## src/rtl/pee_pkg.sv

```systemverilog
package pee_pkg;

    typedef enum logic [2:0] {
        MODE_STANDBY = 3'd0,
        MODE_READ    = 3'd1,
        MODE_WRITE   = 3'd2,
        MODE_OUT_OFF = 3'd3,
        MODE_INHIBIT = 3'd4
    } pee_mode_e;

    typedef enum logic [1:0] {
        ST_IDLE   = 2'd0,
        ST_WINDOW = 2'd1,
        ST_ARMED  = 2'd2,
        ST_PROG   = 2'd3
    } pee_state_e;

endpackage

```

## src/rtl/pee_strobe_sync.sv

```systemverilog
module pee_strobe_sync #(
    parameter int WIDTH = 3
) (
    input  logic             clk,
    input  logic             rst_n,
    input  logic [WIDTH-1:0] raw_i,
    output logic [WIDTH-1:0] sync_o
);
    logic [WIDTH-1:0] meta_q;
    logic [WIDTH-1:0] stab_q;

    // Idle level of every active-low strobe is high
    always_ff @(posedge clk or negedge rst_n) begin
        if (!rst_n) begin
            meta_q <= '1;
            stab_q <= '1;
        end else begin
            meta_q <= raw_i;
            stab_q <= meta_q;
        end
    end

    assign sync_o = stab_q;
endmodule

```

## src/rtl/pee_downcount.sv

```systemverilog
module pee_downcount #(
    parameter int W = 8
) (
    input  logic         clk,
    input  logic         rst_n,
    input  logic         load_i,
    input  logic [W-1:0] val_i,
    output logic [W-1:0] cnt_o,
    output logic         zero_o
);
    logic [W-1:0] cnt_q;

    always_ff @(posedge clk or negedge rst_n) begin
        if (!rst_n) begin
            cnt_q <= '0;
        end else if (load_i) begin
            cnt_q <= val_i;
        end else if (cnt_q != '0) begin
            cnt_q <= cnt_q - 1'b1;
        end
    end

    assign cnt_o  = cnt_q;
    assign zero_o = (cnt_q == '0);
endmodule

```

## src/rtl/pee_write_capture.sv

```systemverilog
module pee_write_capture
    import pee_pkg::*;
#(
    parameter int ADDR_W   = 17,
    parameter int DATA_W   = 8,
    parameter int PAGE_CYC = 30000,
    parameter int PROG_CYC = 2000000
) (
    input  logic              clk,
    input  logic              rst_n,
    input  logic              cs_n_i,
    input  logic              we_n_i,
    input  logic              oe_n_i,
    input  logic [ADDR_W-1:0] addr_i,
    input  logic [DATA_W-1:0] data_i,
    input  logic [DATA_W-1:0] arr_q_i,
    output logic [2:0]        mode_o,
    output logic              rd_oe_o,
    output logic [DATA_W-1:0] rd_data_o,
    output logic              cap_stb_o,
    output logic [ADDR_W-1:0] cap_addr_o,
    output logic [DATA_W-1:0] cap_data_o,
    output logic              busy_o
);
    localparam int MAX_CYC  = (PAGE_CYC > PROG_CYC) ? PAGE_CYC : PROG_CYC;
    localparam int CNT_W    = $clog2(MAX_CYC + 1);
    localparam int POLL_BIT = DATA_W - 1;

    // ---------------- strobe synchronizers ----------------
    logic [2:0] strobe_sync;
    logic       cs_s, we_s, oe_s;

    pee_strobe_sync #(.WIDTH(3)) u_sync (
        .clk    (clk),
        .rst_n  (rst_n),
        .raw_i  ({cs_n_i, we_n_i, oe_n_i}),
        .sync_o (strobe_sync)
    );

    assign cs_s = strobe_sync[2];
    assign we_s = strobe_sync[1];
    assign oe_s = strobe_sync[0];

    // ---------------- mode decode ----------------
    pee_mode_e mode;

    always_comb begin
        if (cs_s)              mode = MODE_STANDBY;
        else if (!oe_s && we_s) mode = MODE_READ;
        else if (oe_s && !we_s) mode = MODE_WRITE;
        else if (oe_s && we_s)  mode = MODE_OUT_OFF;
        else                    mode = MODE_INHIBIT;
    end

    // ---------------- edge detection ----------------
    logic we_prev_q, act_prev_q;
    logic wr_act, wr_start, we_fall;

    assign wr_act   = (mode == MODE_WRITE);
    assign wr_start = wr_act && !act_prev_q;
    assign we_fall  = we_prev_q && !we_s;

    always_ff @(posedge clk or negedge rst_n) begin
        if (!rst_n) begin
            we_prev_q  <= 1'b1;
            act_prev_q <= 1'b0;
        end else begin
            we_prev_q  <= we_s;
            act_prev_q <= wr_act;
        end
    end

    // ---------------- timers ----------------
    pee_state_e   state_q, state_n;
    logic [CNT_W-1:0] win_cnt, prog_cnt;
    logic         win_zero, prog_zero, win_load, prog_load;

    assign win_load  = we_fall && (state_q != ST_PROG);
    assign prog_load = (state_n == ST_PROG) && (state_q != ST_PROG);

    pee_downcount #(.W(CNT_W)) u_page_win (
        .clk    (clk),
        .rst_n  (rst_n),
        .load_i (win_load),
        .val_i  (CNT_W'(PAGE_CYC)),
        .cnt_o  (win_cnt),
        .zero_o (win_zero)
    );

    pee_downcount #(.W(CNT_W)) u_prog (
        .clk    (clk),
        .rst_n  (rst_n),
        .load_i (prog_load),
        .val_i  (CNT_W'(PROG_CYC - 1)),
        .cnt_o  (prog_cnt),
        .zero_o (prog_zero)
    );

    // ---------------- state machine ----------------
    logic have_byte_q;
    logic do_addr, do_cap;

    always_comb begin
        state_n = state_q;
        do_addr = 1'b0;
        do_cap  = 1'b0;
        unique case (state_q)
            ST_IDLE: begin
                if (wr_start) begin
                    state_n = ST_ARMED;
                    do_addr = 1'b1;
                end else if (we_fall) begin
                    state_n = ST_WINDOW;
                end
            end
            ST_WINDOW: begin
                if (wr_start) begin
                    state_n = ST_ARMED;
                    do_addr = 1'b1;
                end else if (win_zero && !we_fall) begin
                    state_n = have_byte_q ? ST_PROG : ST_IDLE;
                end
            end
            ST_ARMED: begin
                if (!wr_act) begin
                    state_n = ST_WINDOW;
                    do_cap  = oe_s;
                end
            end
            ST_PROG: begin
                if (prog_zero) state_n = ST_IDLE;
            end
            default: state_n = ST_IDLE;
        endcase
    end

    always_ff @(posedge clk or negedge rst_n) begin
        if (!rst_n) state_q <= ST_IDLE;
        else        state_q <= state_n;
    end

    // ---------------- captured data and outputs ----------------
    logic [ADDR_W-1:0] addr_q;
    logic [DATA_W-1:0] data_q;
    logic              stb_q;

    always_ff @(posedge clk or negedge rst_n) begin
        if (!rst_n) begin
            addr_q      <= '0;
            data_q      <= '0;
            stb_q       <= 1'b0;
            have_byte_q <= 1'b0;
        end else begin
            stb_q <= do_cap;
            if (do_addr) addr_q <= addr_i;
            if (do_cap)  data_q <= data_i;
            if (do_cap)
                have_byte_q <= 1'b1;
            else if (state_n == ST_IDLE || state_n == ST_PROG)
                have_byte_q <= 1'b0;
        end
    end

    always_comb begin
        mode_o     = mode;
        rd_oe_o    = (mode == MODE_READ);
        busy_o     = (state_q == ST_PROG);
        cap_stb_o  = stb_q;
        cap_addr_o = addr_q;
        cap_data_o = data_q;
        if (state_q == ST_PROG)
            rd_data_o = {~data_q[POLL_BIT], data_q[POLL_BIT-1:0]};
        else
            rd_data_o = arr_q_i;
    end

    // ---------------- assertions ----------------
    AST_STANDBY_QUIET: assert property (@(posedge clk) disable iff (!rst_n)
        cs_s |-> !rd_oe_o);
    AST_ADDR_HELD: assert property (@(posedge clk) disable iff (!rst_n)
        (state_q == ST_ARMED && $past(state_q == ST_ARMED)) |-> $stable(cap_addr_o));
    AST_CAP_FROM_ARMED: assert property (@(posedge clk) disable iff (!rst_n)
        cap_stb_o |-> ($past(state_q == ST_ARMED) && $past(oe_s)));
    AST_PROG_AFTER_EXPIRY: assert property (@(posedge clk) disable iff (!rst_n)
        $rose(busy_o) |-> $past(win_zero));
    AST_BUSY_BOUNDED: assert property (@(posedge clk) disable iff (!rst_n)
        busy_o |-> (prog_cnt < CNT_W'(PROG_CYC)));
    AST_BUSY_NO_CAPTURE: assert property (@(posedge clk) disable iff (!rst_n)
        busy_o |-> !cap_stb_o);
    AST_BUSY_TIMER_QUIET: assert property (@(posedge clk) disable iff (!rst_n)
        busy_o |-> win_zero);
    AST_WIN_RELOAD: assert property (@(posedge clk) disable iff (!rst_n)
        (we_fall && !busy_o) |=> (win_cnt == CNT_W'(PAGE_CYC)));

endmodule

```

## config.mk

```make
export PLATFORM = sky130hd
export DESIGN_NAME = pee_write_capture
export DESIGN_NICKNAME = d
export VERILOG_FILES = /design/src/rtl/pee_pkg.sv /design/src/rtl/pee_strobe_sync.sv /design/src/rtl/pee_downcount.sv /design/src/rtl/pee_write_capture.sv
export SDC_FILE = /design/constraint.sdc
export NUM_CORES = 1
export LEC_CHECK = 0
export CORE_MARGIN = 3
export CORE_UTILIZATION = 45
export DETAILED_ROUTE_END_ITERATION = 7
export PLACE_DENSITY = 0.75
export SYNTH_ARGS = -nofsm -noshare
export SYNTH_HDL_FRONTEND = slang
export SYNTH_HIERARCHICAL = 1
export SYNTH_SLANG_ARGS = --single-unit
export TNS_END_PERCENT = 30
```

## constraint.sdc

```tcl
create_clock -name clk -period 3.1 [get_ports clk]
set_input_delay 0.31 -clock clk [delete_from_list [all_inputs] [get_ports clk]]
set_output_delay 0.31 -clock clk [all_outputs]
set_load 0.02 [all_outputs]
```

==> impl_results.md, run 1 <==
* Final Util at 63.7%
* FFs w/ async S/R, synth at 100%
* Cell mode on critical path: and2_4
* EDFF count, synth at 0
* Buffers on Ports at 76
* Critical path peak fanout at 18
* Max Cap Viol at 0
* Antenna Nets Post-Route at 0
* Seq/Total Area, Yosys at 47.6%
* Post-DR wirelength/cell at 15.2 µm
* Initial Utilization at 47.1%
* First-pass GRT wire length at 15.1 mm
* Initial antenna violation count at 0
* Slowest CP cell: or4_4
* Total congestion overflow at 0
* Vias per Instance at 5.18
* # DRC at 0
* CTS tree: yes
* Worst reg2reg path depth at 12
* Setup crit end kind: flop
* Register bit total from synthesis at 79
* Post-synth top area cell: dfrtp_1
* Reg2Reg Setup Slack at 0.11 ns
* Status: finished, final reports clean
* Critical path depth at 12
* Finish-stage setup viols at 0
* Yosys top cell area share at 43.2%
* Core area at 8850 µm²
* CTS Buf Count at 9
* Final hold violations at 0
* Top post-synthesis cells by count: dfrtp_1, nand2_1, mux2_2
* Worst clock skew at 0.0120 ns
* Final Cycle Share at 96.4%
* CTS Hold Bufs at 0
* Tot GR Track Use at 18.3%
* Slew @ Worst Pin at 0.999 ns
* Tmin final at 2.99 ns
* Largest net degree at the start of global routing at 80
* Layout cells sized above 1 at 23.4%
* End point of the critical path: u_prog/cnt_o[15]
* Min-delay worst type: in2async
* Synth warnings at 6
* 1st-iter DRT viols at 116
* Main synth FF type: dfrtp_1
* Top-count cell post-synth: dfrtp_1
* Final slew viol count at 0
* Critical Path Start Type: flop
* Die height at 102 µm
* Clk buf depth at 2
* H-Tree Depth at 3
* Crit-path cells: inv_2 > ha_1 > or4b_4 > nor4b_4 > and2_4 > nor2_1 > or4_4 > ha_4 > and2_4 > buf_12 > a211oi_2 > a21o_1
* Vias at 3143
* Synthesized cell area at 4170 µm²
* Fmax at 334 MHz
* WP data required at 3.39 ns
* Die ar. at 10500 µm²
* CP bufs+invs at 2
* CP startpoint: u_prog/cnt_o[0]
* Clk root buf: clkbuf_8
* Worst stage delay on the critical path at 0.55 ns
* Clock-pin slew on the worst setup and hold paths at 0.09 ns
* Hpwl dp at 6.56 mm
* Pleak at 2.36 nW
* Syn_area_per_cell at 11.5 µm²
* Vias in the first global route at 3150
* IR drop worst, VDD at 0.000583 V
* Synthesis-to-finish area growth at 35.2%
* Clock sink count at 79
* Final GP Congestion at 0.798
* Pwr Total at 4.83 mW
* RSZ-0062 raised after global routing: true
* Crit Path Class: reg2reg
* Io pins at 77
* Hold Slack at 0.0836 ns
* Post-synthesis instance total at 363
* DR pass1 iterations at 4
* Pwr/cell area at 858 nW/µm²
* Final net count at 537
* Arrival @ worst endpoint at 3.28 ns
* Worst-skew pair later-pin latency at 0.36 ns
* Synth area leaders: dfrtp_1, mux2_2, xnor2_1
* Final wirelength at 9.25 mm
* Die X at 102 µm
* Core Rows at 34
* Synth unique cells at 51
* Worst flop-to-flop path endpoint: u_prog/cnt_o[15]
* Crit path max-delay family: simple AND/OR/NAND/NOR gates
* Critical R2R Launch: u_prog/cnt_o[0]
* Antenna Cells at 0
* Slew HR at 33.4%
logic make-up after synthesis:
logic type	after synthesis	share of synthesized area, %
adder cells (fa/ha/maj)	5	1.50
AO/OA/AOI/OAI	66	11.5
other	2	0.180
buffers and inverters	24	3.06
multiplexers	37	10.9
XOR/XNOR	32	6.72
flip-flops	79	47.6
AND/OR/NAND/NOR	118	18.6
sequential cells by signal (all words and copies together), names as in the netlist:
signal	flops
have_byte_q	1
u_sync/meta_q	3
we_prev_q	1
cap_stb_o	1
u_prog/cnt_o	21
cap_addr_o	17
act_prev_q	1
u_sync/sync_o	3
u_page_win/cnt_o	21
state_q	2
cap_data_o	8
where the power goes:
part	leakage [nW]	switching, mW	internal [mW]
sequential	0.943	0.399	1.42
combinational	1.29	0.945	1.11
clock	0.126	0.410	0.547
total	2.36	1.75	3.08
how the worst min path moves through the flow:
stage	cells past startpoint	to	slack, ns	from
final	1	u_page_win/cnt_o[4]	0.08	rst_n
after global placement	0	u_sync/sync_o[2]	0.35	u_sync/meta_q[2]
after CTS	1	u_page_win/cnt_o[15]	0.14	rst_n
after detailed placement	0	u_sync/sync_o[2]	0.35	u_sync/meta_q[2]
after global routing	1	u_page_win/cnt_o[8]	0.15	rst_n
after floorplan	0	act_prev_q	0.01	rst_n
metal layers:
| layer | GRT usage [%] | vias to the layer above | wire, µm |
|---|---|---|---|
| li1 | - | 1540 | - |
| met1 | 23.4 | 1524 | 4090 |
| met2 | 29.2 | 74 | 4550 |
| met3 | 7.99 | 5 | 536 |
| met4 | 3.73 | 0 | 66 |
| met5 | 0 | - | 0 |
worst register-to-register path, stage by stage (launching register included):
cell and delay, ns:
dfrtp_1 0.39, inv_2 0.08, ha_1 0.16, or4b_4 0.47, nor4b_4 0.25, and2_4 0.19, nor2_1 0.05, or4_4 0.55
ha_4 0.17, and2_4 0.16, buf_12 0.16, a211oi_2 0.20, a21o_1 0.11
metrics by stage:
| step | worst slack, ns | cell area [µm²] | TNS (ns) | cells |
|---|---|---|---|---|
| 3_5_place_dp | -0.0318 | 5290 | -0.123 | 590 |
| 2_1_floorplan | 0.00545 | 4340 | 0 | 403 |
| 4_1_cts | 0.0135 | 5540 | 0 | 606 |
| 3_3_place_gp | 0.0812 | 5290 | 0 | 590 |
| 5_1_grt | -0.0324 | 5640 | -0.0587 | 607 |
| 6_report | 0.110 | 5640 | 0 | 607 |
cells in the final DEF (no fill, tap or decap), types with 7 or more instances in the layout:
| master | netlist | routed |
|---|---|---|
| clkdlybuf4s50_1 | 0 | 75 |
| dfrtp_1 | 72 | 72 |
| conb_1 | 2 | 42 |
| nand2_1 | 35 | 35 |
| mux2_2 | 26 | 26 |
| xnor2_1 | 24 | 24 |
| buf_4 | 1 | 17 |
| nor2_1 | 16 | 14 |
| a22o_1 | 12 | 12 |
| nor3_1 | 11 | 11 |
| o31ai_1 | 16 | 11 |
| mux2_4 | 10 | 10 |
| clkbuf_8 | 0 | 9 |
| nor4_1 | 8 | 8 |
| xor2_1 | 8 | 8 |
| dfstp_2 | 7 | 7 |
repair_timing:
| action | in CTS | in global routing |
|---|---|---|
| endpoints found under the setup margin | 7 | 21 |
| pin swaps | 2 | 2 |
| gates resized for setup | 3 | 18 |
| setup buffers | 0 | 1 |
layout make-up:
| class | instances | area [µm²] |
|---|---|---|
| clock buffers | 9 | 124 |
| clock inverters | 7 | 128 |
| fillers | 702 | 3210 |
| inverters | 9 | 33.8 |
| multi-input cells | 300 | 2310 |
| flip-flops and latches | 79 | 1990 |
| well taps | 108 | 135 |
| repair buffers | 95 | 921 |
(Power assumes the default switching activity.)
==> run 2, diff against run 1 <==
--- a/config.mk
+++ b/config.mk
@@ -7,6 +7,7 @@
 export LEC_CHECK = 0
 export CORE_MARGIN = 3
 export CORE_UTILIZATION = 45
+export CTS_CLUSTER_SIZE = 25
 export DETAILED_ROUTE_END_ITERATION = 7
 export PLACE_DENSITY = 0.75
 export SYNTH_ARGS = -nofsm -noshare
==> results of run 2 <==
Final layout, timing and power as in run 1 (identical DEF).
